==> src/rtl/fe_frame_pkg.sv <==
package fe_frame_pkg;
  localparam int FRAME_W = 20;
  localparam int CODE_W  = 7;
  localparam int TAG_W   = 2;
  localparam int WORD_W  = CODE_W + TAG_W;

  typedef logic [WORD_W-1:0] chan_word_t;

  function automatic logic marker_good(input logic [FRAME_W-1:0] f);
    return f[FRAME_W-1 -: 2] == 2'b10;
  endfunction

  function automatic chan_word_t field_a(input logic [FRAME_W-1:0] f);
    return f[2*WORD_W-1 -: WORD_W];
  endfunction

  function automatic chan_word_t field_b(input logic [FRAME_W-1:0] f);
    return f[WORD_W-1:0];
  endfunction

  function automatic logic [TAG_W-1:0] tag_of(input chan_word_t w);
    return w[WORD_W-1 -: TAG_W];
  endfunction

  function automatic logic [TAG_W-1:0] tag_succ(input logic [TAG_W-1:0] t);
    return t + 1'b1;
  endfunction
endpackage

==> src/rtl/fe_lock_tracker.sv <==
module fe_lock_tracker #(
  parameter int LOCK_RUN = 8,
  parameter int LOSS_RUN = 4
) (
  input  logic clk,
  input  logic rst_n,
  input  logic frm_vld,
  input  logic mk_ok,
  output logic lock_q,
  output logic lock_next
);
  localparam int CW = $clog2(LOCK_RUN + LOSS_RUN + 1);
  localparam logic [CW-1:0] LR = CW'(LOCK_RUN);
  localparam logic [CW-1:0] LS = CW'(LOSS_RUN);

  logic [CW-1:0] good_cnt, bad_cnt, good_nx, bad_nx;

  always_comb begin
    good_nx   = good_cnt;
    bad_nx    = bad_cnt;
    lock_next = lock_q;
    if (frm_vld) begin
      if (!lock_q) begin
        bad_nx  = '0;
        good_nx = mk_ok ? good_cnt + 1'b1 : '0;
        if (mk_ok && (good_cnt + 1'b1 == LR)) begin
          lock_next = 1'b1;
          good_nx   = '0;
        end
      end else begin
        good_nx = '0;
        bad_nx  = mk_ok ? '0 : bad_cnt + 1'b1;
        if (!mk_ok && (bad_cnt + 1'b1 == LS)) begin
          lock_next = 1'b0;
          bad_nx    = '0;
        end
      end
    end
  end

  always_ff @(posedge clk) begin
    if (!rst_n) begin
      good_cnt <= '0;
      bad_cnt  <= '0;
      lock_q   <= 1'b0;
    end else begin
      good_cnt <= good_nx;
      bad_cnt  <= bad_nx;
      lock_q   <= lock_next;
    end
  end

  assert_good_cnt_bound_R2: assert property (@(posedge clk) disable iff (!rst_n)
    good_cnt < LR);
  assert_bad_cnt_bound_R4: assert property (@(posedge clk) disable iff (!rst_n)
    bad_cnt < LS);
endmodule

==> src/rtl/fe_tag_checker.sv <==
module fe_tag_checker
  import fe_frame_pkg::*;
(
  input  logic             clk,
  input  logic             rst_n,
  input  logic             take,
  input  logic             clear,
  input  logic [TAG_W-1:0] tag_in,
  output logic             mismatch
);
  logic             has_ref;
  logic [TAG_W-1:0] ref_tag;

  assign mismatch = take && has_ref && (tag_in != tag_succ(ref_tag));

  always_ff @(posedge clk) begin
    if (!rst_n || clear) begin
      has_ref <= 1'b0;
      ref_tag <= '0;
    end else if (take) begin
      has_ref <= 1'b1;
      ref_tag <= tag_in;
    end
  end

  assert_ref_follows_take_R8: assert property (@(posedge clk) disable iff (!rst_n)
    (take && !clear) |=> (has_ref && ref_tag == $past(tag_in)));
endmodule

==> src/rtl/fe_frame_decoder.sv <==
module fe_frame_decoder
  import fe_frame_pkg::*;
#(
  parameter int LOCK_RUN = 8,
  parameter int LOSS_RUN = 4
) (
  input  logic               clk,
  input  logic               rst_n,
  input  logic               frm_vld,
  input  logic [FRAME_W-1:0] frame,
  output logic               locked,
  output logic               dec_vld,
  output logic [WORD_W-1:0]  a_word,
  output logic [WORD_W-1:0]  b_word,
  output logic               a_err,
  output logic               b_err
);
  logic       mk_ok, lock_q, lock_next, take;
  chan_word_t words [2];
  logic [1:0] mism;

  assign mk_ok    = marker_good(frame);
  assign words[0] = field_a(frame);
  assign words[1] = field_b(frame);
  assign take     = frm_vld && mk_ok && lock_next;

  fe_lock_tracker #(.LOCK_RUN(LOCK_RUN), .LOSS_RUN(LOSS_RUN)) u_lock (
    .clk(clk), .rst_n(rst_n), .frm_vld(frm_vld), .mk_ok(mk_ok),
    .lock_q(lock_q), .lock_next(lock_next)
  );

  for (genvar c = 0; c < 2; c++) begin : g_chan
    fe_tag_checker u_tag (
      .clk(clk), .rst_n(rst_n), .take(take), .clear(!lock_next),
      .tag_in(tag_of(words[c])), .mismatch(mism[c])
    );
  end

  always_ff @(posedge clk) begin
    if (!rst_n) begin
      dec_vld <= 1'b0;
      a_word  <= '0;
      b_word  <= '0;
      a_err   <= 1'b0;
      b_err   <= 1'b0;
    end else begin
      dec_vld <= take;
      a_err   <= mism[0];
      b_err   <= mism[1];
      if (take) begin
        a_word <= words[0];
        b_word <= words[1];
      end
    end
  end

  assign locked = lock_q;

  assert_valid_needs_lock_R5: assert property (@(posedge clk) disable iff (!rst_n)
    dec_vld |-> locked);
  assert_err_needs_valid_R8: assert property (@(posedge clk) disable iff (!rst_n)
    (a_err || b_err) |-> dec_vld);
  assert_lock_on_good_R2: assert property (@(posedge clk) disable iff (!rst_n)
    $rose(locked) |-> $past(frm_vld && mk_ok));
  assert_unlock_on_bad_R4: assert property (@(posedge clk) disable iff (!rst_n)
    $fell(locked) |-> $past(frm_vld && !mk_ok));
  assert_word_latency_R10: assert property (@(posedge clk) disable iff (!rst_n)
    take |=> (a_word == $past(frame[2*WORD_W-1 -: WORD_W]) && b_word == $past(frame[WORD_W-1:0])));
  assert_first_clean_R9: assert property (@(posedge clk) disable iff (!rst_n)
    $rose(locked) |-> (!a_err && !b_err));
endmodule

==> config.mk <==
export PLATFORM = sky130hd
export DESIGN_NAME = fe_frame_decoder
export DESIGN_NICKNAME = d
export VERILOG_FILES = /design/src/rtl/fe_frame_pkg.sv /design/src/rtl/fe_lock_tracker.sv /design/src/rtl/fe_tag_checker.sv /design/src/rtl/fe_frame_decoder.sv
export SDC_FILE = /design/constraint.sdc
export NUM_CORES = 1
export LEC_CHECK = 0
export ABC_AREA = 0
export BUFFER_PORTS_ARGS = -buffer_cell sky130_fd_sc_hd__clkbuf_2
export CAP_MARGIN = 10
export CELL_PAD_IN_SITES_DETAIL_PLACEMENT = 0
export CELL_PAD_IN_SITES_GLOBAL_PLACEMENT = 1
export CORE_ASPECT_RATIO = 0.8
export CORE_MARGIN = 5
export CORE_UTILIZATION = 41
export CTS_CLUSTER_SIZE = 28
export DETAILED_ROUTE_END_ITERATION = 8
export PLACE_DENSITY = 0.82
export RECOVER_POWER = 25
export SYNTH_ARGS = -nofsm -noshare
export SYNTH_HDL_FRONTEND = slang
export SYNTH_HIERARCHICAL = 1
export SYNTH_SLANG_ARGS = --single-unit
==> constraint.sdc <==
create_clock -name clk -period 3.28 [get_ports clk]
set_clock_uncertainty 0.15 [all_clocks]
set_input_delay 0.492 -clock clk [delete_from_list [all_inputs] [get_ports clk]]
set_output_delay 0.492 -clock clk [all_outputs]
set_load 0.05 [all_outputs]
# [Word level (Yosys, flattened, before mapping)]
# Index checks and enable logic that the tools add are counted.
[op_classes] addsub=4 eq_ne=5 n_mux=10 n_reduce_logical=11
[ops] op="two-way mux 4 bit" n=6
[ops] op="adder 4 x 1 -> 4 bit (second input constant)" n=2
[ops] op="logical AND 1 bit" n=7
[ops] op="adder 2 x 1 -> 2 bit (second input constant)" n=2
[ops] op="equality test 4 x 3 -> 1 bit (second input constant)" n=1
[ops] op="equality test 4 bit (second input constant)" n=1
[ops] op="two-way mux 1 bit" n=4
[ops] op="inequality test 2 bit" n=2
[ops] op="zero test 1 bit" n=3
[ops] op="equality test 2 bit (second input constant)" n=1
[ops] op="logical OR 1 bit" n=1
[totals] ff_bits=35 in_bits=23 output_inout_bits=22 wordCells=41

# [Longest topological paths before layout]
# Gate-level depths: netlist (run 1).
[depth] ltp_word=9 mapped_depth=10 mapped_depth_nobuf=8

# [Hierarchy]
# The synthesis (run 1) kept the hierarchy.
[by_module_without_submodules] mod="fe_frame_decoder" n_inst=1 cells_each=88 area_each_um2=845.8 seq_area_each_um2=420.4
[by_module_without_submodules] mod="fe_lock_tracker" n_inst=1 cells_each=61 area_each_um2=531.8 seq_area_each_um2=180.2
[by_module_without_submodules] mod="fe_tag_checker" n_inst=2 cells_each=15 area_each_um2=135.1 seq_area_each_um2=60.1

# [Least setup slack after synthesis (run 1)]
# OpenSTA, ideal clock, no wires.
[synth_timing] kind="input-to-reg" startpoint="input frame[18]" endpoint="register a_err" setup_ps=115 t_arrival_ps=1943 required_ps=3015 path_slack_ps=1072 path_stages=10 path_buffers=2 cell_sequence="and2b_2 nor4b_1 nand3_1 o21a_1 and4b_1 buf_6 buf_12 nand2_1 a211oi_1 and2_1"
[synth_via] elab_chain_cells=9 elab_cells_between_ends=12 classes_between="eq/ne (1); mux (4); reduce/logical (7)"
[synth_lines] item="start: declaration" line_no="fe_frame_decoder.sv:10" rtl="input logic [FRAME_W-1:0] frame,"
[synth_lines] item="equality test 2 bit *" line_no="fe_frame_pkg.sv:10" rtl="return f[FRAME_W-1 -: 2] == 2'b10;"
[synth_lines] item="zero test 1 bit" line_no="fe_lock_tracker.sv:33" rtl="if (!mk_ok && (bad_cnt + 1'b1 == LS)) begin"
[synth_lines] item="logical AND 1 bit" line_no="fe_lock_tracker.sv:33"
[synth_lines] item="two-way mux 1 bit" line_no="fe_lock_tracker.sv:33"
[synth_lines] item="two-way mux 1 bit *" line_no="fe_lock_tracker.sv:23" rtl="if (!lock_q) begin"
[synth_lines] item="two-way mux 1 bit *" line_no="fe_lock_tracker.sv:22" rtl="if (frm_vld) begin"
[synth_lines] item="via lock_next" line_no="fe_frame_decoder.sv:18" rtl="logic mk_ok, lock_q, lock_next, take;"
[synth_lines] item="logical AND 1 bit *" line_no="fe_frame_decoder.sv:25" rtl="assign take = frm_vld && mk_ok && lock_next;"
[synth_lines] item="via take" line_no="fe_frame_decoder.sv:18"
[synth_lines] item="logical AND 1 bit *"
[synth_lines] item="logical AND 1 bit *" line_no="fe_tag_checker.sv:14" rtl="assign mismatch = take && has_ref && (tag_in != tag_succ(ref_tag));"
[synth_lines] item="via mism[0]" line_no="fe_frame_decoder.sv:20" rtl="logic [1:0] mism;"
[synth_lines] item="end signal: assignment" line_no="fe_frame_decoder.sv:48" rtl="a_err <= mism[0];"
[synth_lines] item="end: declaration" line_no="fe_frame_decoder.sv:15" rtl="output logic a_err,"
# Mark *: on every way through the listed nets, which the timed path passes. The rest lies on a longest branch.
# A chain may end at the register's enable or synchronous reset.

# [Worst setup path in the final report (run 1)]
[layout_timing] startpoint="register u_lock.good_cnt[0]" endpoint="register b_word[0]"
[layout_via] elab_chain_cells=7
[layout_lines] item="start: declaration" line_no="fe_lock_tracker.sv:16" rtl="logic [CW-1:0] good_cnt, bad_cnt, good_nx, bad_nx;"
[layout_lines] item="start signal: assignment" line_no="fe_lock_tracker.sv:47" rtl="good_cnt <= good_nx;"
[layout_lines] item="adder 4 x 1 -> 4 bit" line_no="fe_lock_tracker.sv:26" rtl="if (mk_ok && (good_cnt + 1'b1 == LR)) begin"
[layout_lines] item="equality test 4 bit" line_no="fe_lock_tracker.sv:26"
[layout_lines] item="logical AND 1 bit" line_no="fe_lock_tracker.sv:26"
[layout_lines] item="two-way mux 1 bit" line_no="fe_lock_tracker.sv:26"
[layout_lines] item="two-way mux 1 bit" line_no="fe_lock_tracker.sv:23"
[layout_lines] item="two-way mux 1 bit" line_no="fe_lock_tracker.sv:22"
[layout_lines] item="via lock_next" line_no="fe_frame_decoder.sv:18"
[layout_lines] item="logical AND 1 bit" line_no="fe_frame_decoder.sv:25"
[layout_lines] item="end signal: assignment" line_no="fe_frame_decoder.sv:52" rtl="b_word <= words[1];"
[layout_lines] item="end: declaration" line_no="fe_frame_decoder.sv:14" rtl="output logic [WORD_W-1:0] b_word,"
# The timed path passes the listed nets, and every way through them passes these cells.

==> impl_results.md, run 1 <==
* Distinct cells, synth at 35
* Synthesis-stage register bit count at 36
* 1st-pass router iterations at 4
* Sequential cell area fraction in the yosys report at 0.437
* CP arrival at 2.56 ns
* Detailed Route WL at 3300 um
* Syn Inst Count at 179
* Total Routing Usage GR at 0.129
* Synthesized Nets at 204
* Ant. Diodes at 0
* Hold-fix buffers, CTS at 0
* Placement Rows at 20
* Count leader, synth: nand2_1
* Status: finished clean
* Largest net degree at the start of global routing at 47
* Post-route ant nets at 0
* Yosys Warn Count at 6
* DRC viols at 0
* Final worst-path cycle share at 0.763
* Vias at 1,310
* Cts bufs inserted at 5
* Syn avg cell area at 9.21 sq um
* Vias per Instance at 4.68
* Min cycle time layout at 2.50 ns
* Critical Path Start Type: register
* Hold Path Class: in -> reg
* Cells along the critical path: ha_1, nand4_1, a21oi_1, o21a_1, and4b_1, buf_4, mux2i_1
* Core area at 3830 sq um
* PostCTS Resize Cnt at 0
* Final setup fails at 0
* EDFF count, synth at 0
* Initial antenna violation count at 0
* Post-synth ARST share at 0
* CTS tree: done
* Post-CTS Setup Bufs at 0
* Die height at 66.7 um
* DR WL/cell at 11.8 um
* CTS root buffer: clkbuf_8
* Worst Tran Pin Value at 0.632 ns
* Setup TNS at 0 ns
* Maximum vdd drop at 0.244 mV
* DP Wirelength at 2420 um
* Post-synth top area share at 0.437
* CP endpoint kind: register
* Cell count after placement at 272
* First-pass GRT wire length at 5510 um
* Final core occ at 0.509
* Share of layout cells above drive strength 1 at 0.236
* Critical path required time at 3.34 ns
* Initial Util at 0.430
* Area contributors post-synth: dfxtp_1 (44%), mux2i_1 (13%), nand2_1 (9.8%)
* Reg clk slew, reported paths at 0.07 ns
* Number of global-route vias before repair at 1,247
* Grt total ovfl at 0
* DRT iter0 DRCs at 78
* Sink Count at 36
* Leading area contributor after synthesis: dfxtp_1
* LEAKAGE at 0.780 nW
* Placed inst area at 1870 sq um
* IO Pins at 45
* Clock Tree Buf Depth at 2
* Fillers at 398
* CP max stage delay at 0.60 ns
* FMAX at 400 MHz
* Pins Over Slew Limit at 0
* Area Growth Syn to Fin at 18.3%
* Port Buffers at 44
* RSZ-0062 raised after global routing: false
* Worst-Skew Late Latency at 0.28 ns
* DIE AREA at 5400 sq um
* Post-route insts no fill at 280
* Pwr Density at 409 nW/um^2
* Max-cap violations at 0
* CTS H-tree lvls at 2
* Final Instance Area at 1950 sq um
* Setup Crit Path Kind: reg -> reg
* Post-Syn Area at 1650 sq um
* CP max-delay cell: and4b_1
* Final hold vios at 0
* Crit Path Max Fanout at 13
* Synth Flop Type: dfxtp_1
* Die Wd at 80.9 um
* Final Net Count at 249
* Commonest cells in the netlist: nand2_1 (43), dfxtp_1 (36), mux2i_1 (22)
* GP Congestion at 0.736
* Max-slew headroom at 0.578
==> metrics by stage <==
stage	setup slack, ns	hold WS, ns	total power (W)
floorplan	1.07	0.285	0.000471
global placement	0.637	0.294	0.000492
detailed placement	0.561	0.297	0.000491
CTS	0.747	0.281	0.000808
global route	0.548	0.291	0.000832
finish	0.779	0.287	0.000796
==> power by group <==
part	switching (W)	internal, W
Combinational	0.0000245	0.0000177
Clock	0.000149	0.000167
Sequential	0.000000766	0.000437
==> area by class of cell <==
cell class | count | area, sq um | share of cell area
clock inverters | 2 | 10.0 | 0.00513
repair buffers | 47 | 235 | 0.121
inverters | 3 | 11.3 | 0.00578
clock buffers | 6 | 82.6 | 0.0424
flip-flops and latches | 36 | 721 | 0.370
multi-input cells | 131 | 821 | 0.421
well taps | 55 | 68.8 | 0.0353
==> state kept, by name, summed over array words and instances, names as in the netlist <==
| name | cells |
|---|---|
| g_chan.u_tag/ref_tag | 4 |
| u_lock/lock_q | 1 |
| dec_vld | 1 |
| a_word | 9 |
| g_chan.u_tag/has_ref | 2 |
| u_lock/bad_cnt | 4 |
| u_lock/good_cnt | 4 |
| b_word | 9 |
| a_err | 1 |
| b_err | 1 |
==> cell families after synthesis <==
logic type / share of synthesized area
AND/OR/NAND/NOR: 0.270
flip-flops: 0.437
multiplexers: 0.140
AO/OA/AOI/OAI: 0.0683
buffers and inverters: 0.0585
XOR/XNOR: 0.0106
adder cells (fa/ha/maj): 0.0152
==> worst max-delay path: cells and delay by family, from the launching register on <==
| family | cells | cell delay [ns] |
|---|---|---|
| compound gates | 2 | 0.34 |
| fa+ha+maj | 1 | 0.27 |
| buf+inv | 1 | 0.34 |
| flops | 1 | 0.41 |
| mux | 1 | 0.20 |
| simple gates | 2 | 0.71 |
==> cell usage in the layout, fill, tap and decap left out, types with 2 or more instances in the layout <==
cell type | Yosys | layout
clkbuf_1 | 2 | 6
nand4b_1 | 2 | 2
clkbuf_8 | 0 | 6
and2_1 | 3 | 3
nand2b_1 | 4 | 4
clkinv_2 | 0 | 2
nand3_1 | 4 | 4
nand2_1 | 43 | 43
nor2_1 | 10 | 10
mux2i_1 | 22 | 22
clkbuf_2 | 0 | 38
and2b_1 | 1 | 2
ha_1 | 2 | 2
a21oi_1 | 7 | 7
o21ai_0 | 4 | 4
inv_1 | 3 | 3
xor2_1 | 2 | 2
dfxtp_1 | 36 | 36
nor3b_1 | 5 | 5
nand4_1 | 3 | 3
buf_4 | 0 | 3
nor2b_1 | 4 | 4
a211oi_1 | 2 | 2
==> layer usage <==
metal | routed length [um] | vias to the layer above | part of all wire | GRT usage
met1 | 1680 | 578 | 0.51 | 0.171
met2 | 1390 | 33 | 0.42 | 0.204
met5 | 0 | - | 0 | 0
li1 | - | 697 | - | -
met3 | 207 | 2 | 0.063 | 0.0378
met4 | 19 | 0 | 0.0058 | 0.0380
==> worst paths after layout <==
| kind | start | endpoint | slack [ns] | cells after the start |
|---|---|---|---|---|
| worst max-delay path | u_lock/good_cnt[0] | b_word[0] | 0.78 | 7 |
| worst min-delay path | frame[4] | b_word[4] | 0.29 | 3 |
| worst max register to register | u_lock/good_cnt[0] | b_word[0] | 0.78 | 7 |
| worst min register to register | a_word[5] | a_word[5] | 0.31 | 2 |
Note: power is estimated with default switching activity, not from simulation.
==> run 2, diff against run 1 <==
--- a/config.mk
+++ b/config.mk
@@ -12,10 +12,10 @@
 export CELL_PAD_IN_SITES_GLOBAL_PLACEMENT = 1
 export CORE_ASPECT_RATIO = 0.8
 export CORE_MARGIN = 5
-export CORE_UTILIZATION = 41
+export CORE_UTILIZATION = 34
 export CTS_CLUSTER_SIZE = 28
 export DETAILED_ROUTE_END_ITERATION = 8
-export PLACE_DENSITY = 0.82
+export PLACE_DENSITY = 0.73
 export RECOVER_POWER = 25
 export SYNTH_ARGS = -nofsm -noshare
 export SYNTH_HDL_FRONTEND = slang
==> constraint.sdc (replaced) <==
create_clock -name clk -period 2.3 [get_ports clk]
set_clock_uncertainty 0.15 [all_clocks]
set_input_delay 0.345 -clock clk [delete_from_list [all_inputs] [get_ports clk]]
set_output_delay 0.345 -clock clk [all_outputs]
set_load 0.05 [all_outputs]
==> run 2 against run 1 <==
Via count increased by 2.4%. Worst hold slack worse by 0.16 ns. Sequential share of layout area shrank 1.4 points. Global-route usage decreased by 1.4 points. Non-clock buffer count rose by 3. Clock power increased by 72%. Critical endpoint is now b_err.
==> impl_results.md, run 2 (same netlist as run 1, synthesis figures left out) <==
* Max-cap violations at 0
* Initial antenna violation count at 0
* Number of global-route vias before repair at 1,273
* Reg clk slew, reported paths at 0.07 ns
* Sw frac at 0.213
* Vias per Instance at 4.66
* 1st-pass router iterations at 6
* Detailed Route WL at 3420 um
* Worst Tran Pin Value at 1.44 ns
* Maximum vdd drop at 0.239 mV
* Worst Hold Slack at 0.131 ns
* Max-slew headroom at 0.0395
* Final Net Count at 252
* Port Buffers at 44
* Internal Pwr Total at 0.000972 W
* Critical path required time at 2.37 ns
* CP arrival at 2.18 ns
* Routed met2 length at 1420 um
* Pins Over Slew Limit at 0
* Die height at 72.3 um
* Place WS at 0.0351 ns
* Final setup fails at 0
* Largest net degree at the start of global routing at 35
* IO Pins at 45
* Detail Route met3 WL at 225 um
* CTS root buffer: clkbuf_8
* Commonest non-fill, non-tap cells in the layout: nand2_1 (43), dfxtp_1 (36), clkbuf_2 (34)
* Crit Path Max Fanout at 27
* Commonest non-fill, non-tap cell in the layout: nand2_1
* Clock Tree Buf Depth at 2
* Final WS setup at 0.183 ns
* Post-CTS Setup Bufs at 0
* DIE AREA at 6350 sq um
* Wl on met1 at 1780 um
* Largest registers: a_word (9), b_word (9)
* Initial Util at 0.354
* Placement Rows at 22
* FMAX at 472 MHz
* Clock network power share at 0.441
* Comb power frac at 0.053
* RSZ-0062 raised after global routing: false
* Final core occ at 0.435
* CP endpoint kind: register
* Final worst-path cycle share at 0.921
* Power share of the sequential group at 0.506
* Final hold vios at 0
* Post-route ant nets at 0
* DP Wirelength at 2430 um
* Vias at 1,341
* DRC viols at 0
* LEAKAGE at 0.804 nW
* Max Used Layer: met3
* Pwr Density at 610 nW/um^2
* Min cycle time layout at 2.12 ns
* Cell count after placement at 280
* CTS tree: done
* DR WL/cell at 11.9 um
* Die Wd at 87.8 um
* Setup Crit Path Kind: reg -> reg
* Grt total ovfl at 0
* First-pass GRT wire length at 5710 um
* Post-route insts no fill at 288
* Psw at 0.000263 W
* DRT iter0 DRCs at 54
* GP Congestion at 0.736
* CTS H-tree lvls at 2
* Status: finished clean
* Area Growth Syn to Fin at 22.9%
* Sink Count at 36
* Ant. Diodes at 0
* Critical Path Start Type: register
* Cts bufs inserted at 5
* Hold-fix buffers, CTS at 0
* Core area at 4650 sq um
* Share of layout cells above drive strength 1 at 0.241
* Setup TNS at 0 ns
* Hold Path Class: in -> reg
* Worst-Skew Late Latency at 0.28 ns
* Total Routing Usage GR at 0.115
## run 2: path summary, 6_finish.rpt
check / from / endpoint / slack (ns) / cells past startpoint
min: frame[4] / b_word[4] / 0.13 / 3
min reg2reg: a_word[4] / a_word[4] / 0.31 / 2
max: u_lock/good_cnt[0] / b_err / 0.18 / 9
max reg2reg: u_lock/good_cnt[0] / b_err / 0.18 / 9
## run 2: metrics by stage
stage	cell area [sq um]	power (W)
after floorplan	1650	0.000671
after detailed placement	1920	0.000705
after CTS	2030	0.00125
after global routing	2020	0.00130
after global placement	1920	0.000705
final	2020	0.00124
## run 2: layer usage
| metal | GRT usage | vias to the layer above |
|---|---|---|
| li1 | - | 707 |
| met1 | 0.150 | 605 |
| met2 | 0.168 | 29 |
| met3 | 0.0522 | 0 |
| met4 | 0.0409 | 0 |
| met5 | 0 | - |
## run 2: area by class of cell
cell class / instances / area [sq um]
clock inverters: 3 / 42.5
flip-flops and latches: 36 / 721
fillers: 488 / 2630
repair buffers: 50 / 265
clock buffers: 5 / 68.8
well taps: 60 / 75.1
multi-input cells: 131 / 841
inverters: 3 / 11.3
## run 2: power groups by stage
stage | Clock, W | Sequential, W | Combinational, W
floorplan | 0 | 0.000639 | 0.0000324
finish | 0.000545 | 0.000625 | 0.0000655
global route | 0.000599 | 0.000625 | 0.0000731
detailed placement | 0 | 0.000639 | 0.0000656
global placement | 0 | 0.000639 | 0.0000659
CTS | 0.000564 | 0.000625 | 0.0000659
## run 2: repair_timing
action	4_1_cts	5_1_grt
setup endpoints to repair	0	3
hold endpoints to repair	0	0
gates resized for setup	0	2
## run 2: worst max-delay path: stages (launching register included)
cell	delay, ns
dfxtp_1	0.41
ha_1	0.20
nand4_1	0.12
a21oi_2	0.15
o21a_1	0.14
and4b_1	0.25
buf_12	0.23
nand2_1	0.07
a211oi_1	0.17
and2_1	0.16
==> run 3, diff against run 2 <==
--- a/config.mk
+++ b/config.mk
@@ -6,16 +6,16 @@
 export NUM_CORES = 1
 export LEC_CHECK = 0
 export ABC_AREA = 0
-export BUFFER_PORTS_ARGS = -buffer_cell sky130_fd_sc_hd__clkbuf_2
 export CAP_MARGIN = 10
 export CELL_PAD_IN_SITES_DETAIL_PLACEMENT = 0
 export CELL_PAD_IN_SITES_GLOBAL_PLACEMENT = 1
 export CORE_ASPECT_RATIO = 0.8
-export CORE_MARGIN = 5
-export CORE_UTILIZATION = 34
+export CORE_MARGIN = 2
+export CORE_UTILIZATION = 41
 export CTS_CLUSTER_SIZE = 28
 export DETAILED_ROUTE_END_ITERATION = 8
-export PLACE_DENSITY = 0.73
+export DONT_BUFFER_PORTS = 1
+export PLACE_DENSITY = 0.72
 export RECOVER_POWER = 25
 export SYNTH_ARGS = -nofsm -noshare
 export SYNTH_HDL_FRONTEND = slang
==> run 3 against run 2 <==
Routed wire length fell by 7.7%. Critical path depth stayed put. First-iteration DRC count increased by 1.9%. Highest routed layer is now met4.
==> impl_results.md, run 3 (same netlist as run 1, synthesis figures left out) <==
* Final hold vios at 0
* Grt total ovfl at 0
* Power share of the sequential group at 0.571
* Pins Over Slew Limit at 0
* Max-slew headroom at 0.516
* Hold Path Class: in -> reg
* Ant. Diodes at 0
* Detail Route met3 WL at 266 um
* Final worst-path cycle share at 0.913
* RSZ-0062 raised after global routing: false
* Internal Pwr Total at 0.000880 W
* Sink Count at 36
* Post-route ant nets at 0
* 1st-pass router iterations at 4
* Max Used Layer: met4
* CP endpoint kind: register
* Crit Path Max Fanout at 27
* CTS root buffer: clkbuf_8
* Wl on met1 at 1380 um
* LEAKAGE at 0.594 nW
* Initial antenna violation count at 0
* Die Wd at 74.9 um
* Largest net degree at the start of global routing at 48
* CP arrival at 2.12 ns
* CTS tree: done
* Maximum vdd drop at 0.304 mV
* PostCTS Resize Cnt at 0
* Multi-input gate area at 822 sq um
* Setup TNS at 0 ns
* FMAX at 476 MHz
* Area Growth Syn to Fin at 5.62%
* Commonest non-fill, non-tap cell in the layout: nand2_1
* Fillers at 376
* DP Wirelength at 2250 um
* Vias per Instance at 5.11
* Clock network power share at 0.406
* Total power at 0.00110 W
* DRC viols at 0
* Final setup fails at 0
* Min cycle time layout at 2.10 ns
* Post-CTS Setup Bufs at 0
* Clock Tree Buf Depth at 2
* Hold-fix buffers, CTS at 0
* Routed met2 length at 1500 um
* Comb power frac at 0.023
* Port Buffers at 0
* Cts bufs inserted at 5
* Vias at 1,206
* Core area at 3830 sq um
* Die height at 60.7 um
* Status: finished clean
* Max-cap violations at 0
* IO Pins at 45
* Worst-Skew Late Latency at 0.28 ns
* DRT iter0 DRCs at 55
* CTS H-tree lvls at 2
* Share of layout cells above drive strength 1 at 0.0663
* Largest registers: a_word (9), b_word (9)
* Initial Util at 0.430
* First-pass GRT wire length at 4950 um
* Total Routing Usage GR at 0.145
* Reg clk slew, reported paths at 0.07 ns
* Sw frac at 0.197
* Critical path required time at 2.32 ns
* Pwr Density at 629 nW/um^2
* Setup Crit Path Kind: reg -> reg
* Placement Rows at 20
* GP Congestion at 0.749
* Number of global-route vias before repair at 1,129
* Commonest non-fill, non-tap cells in the layout: nand2_1 (43), dfxtp_1 (36), mux2i_1 (22)
* DIE AREA at 4550 sq um
* Psw at 0.000215 W
* DR WL/cell at 13.4 um
* Register area at 721 sq um
* Detailed Route WL at 3160 um
* Worst Tran Pin Value at 0.726 ns
* Critical Path Start Type: register
* Final Net Count at 205
run 3: final cells by class:
class | instances | share of cell area
multi-input cells | 131 | 0.472
repair buffers | 3 | 0.0158
inverters | 3 | 0.00647
flip-flops and latches | 36 | 0.414
clock buffers | 8 | 0.0518
well taps | 55 | 0.0395
run 3: worst max-delay path: stages (launching register included):
cell	delay (ns)
dfxtp_1	0.37
ha_1	0.19
nor4b_1	0.33
nand3_1	0.15
o21a_1	0.14
and4b_1	0.21
buf_12	0.18
nand2_1	0.07
a211oi_1	0.04
and2_1	0.16
run 3: path summary, 6_finish.rpt:
check                                              from                 endpoint  slack, ns  cells after the start
worst max-delay path                  u_lock/bad_cnt[0]                    a_err       0.20                      9
worst min-delay path                              rst_n                    b_err       0.04                      1
worst max register to register        u_lock/bad_cnt[0]                    a_err       0.20                      9
worst min register to register  g_chan[1].u_tag/has_ref  g_chan[1].u_tag/has_ref       0.33                      2
run 3: stage by stage:
step	util	hold slack [ns]	cell area (sq um)	setup WS (ns)	cells
after floorplan	-	0.285	1650	0.239	179
after global placement	0.435	0.302	1670	0.164	228
after detailed placement	0.435	0.317	1670	0.0975	228
after CTS	0.459	0.0342	1760	0.134	236
after global routing	0.455	0.0333	1740	0.0182	236
final	0.455	0.0432	1740	0.201	236
run 3: layer usage:
layer | vias up | track usage
met3 | 2 | 0.0631
met1 | 560 | 0.176
met5 | - | 0
met4 | 0 | 0.0612
li1 | 609 | -
met2 | 35 | 0.227
run 3: power by group through the flow:
stage	Sequential, W	Combinational [W]	Clock, W
2_1_floorplan	0.000639	0.0000324	0
3_3_place_gp	0.000639	0.0000257	0
3_5_place_dp	0.000639	0.0000267	0
4_1_cts	0.000625	0.0000267	0.000462
5_1_grt	0.000625	0.0000297	0.000491
6_report	0.000625	0.0000254	0.000445
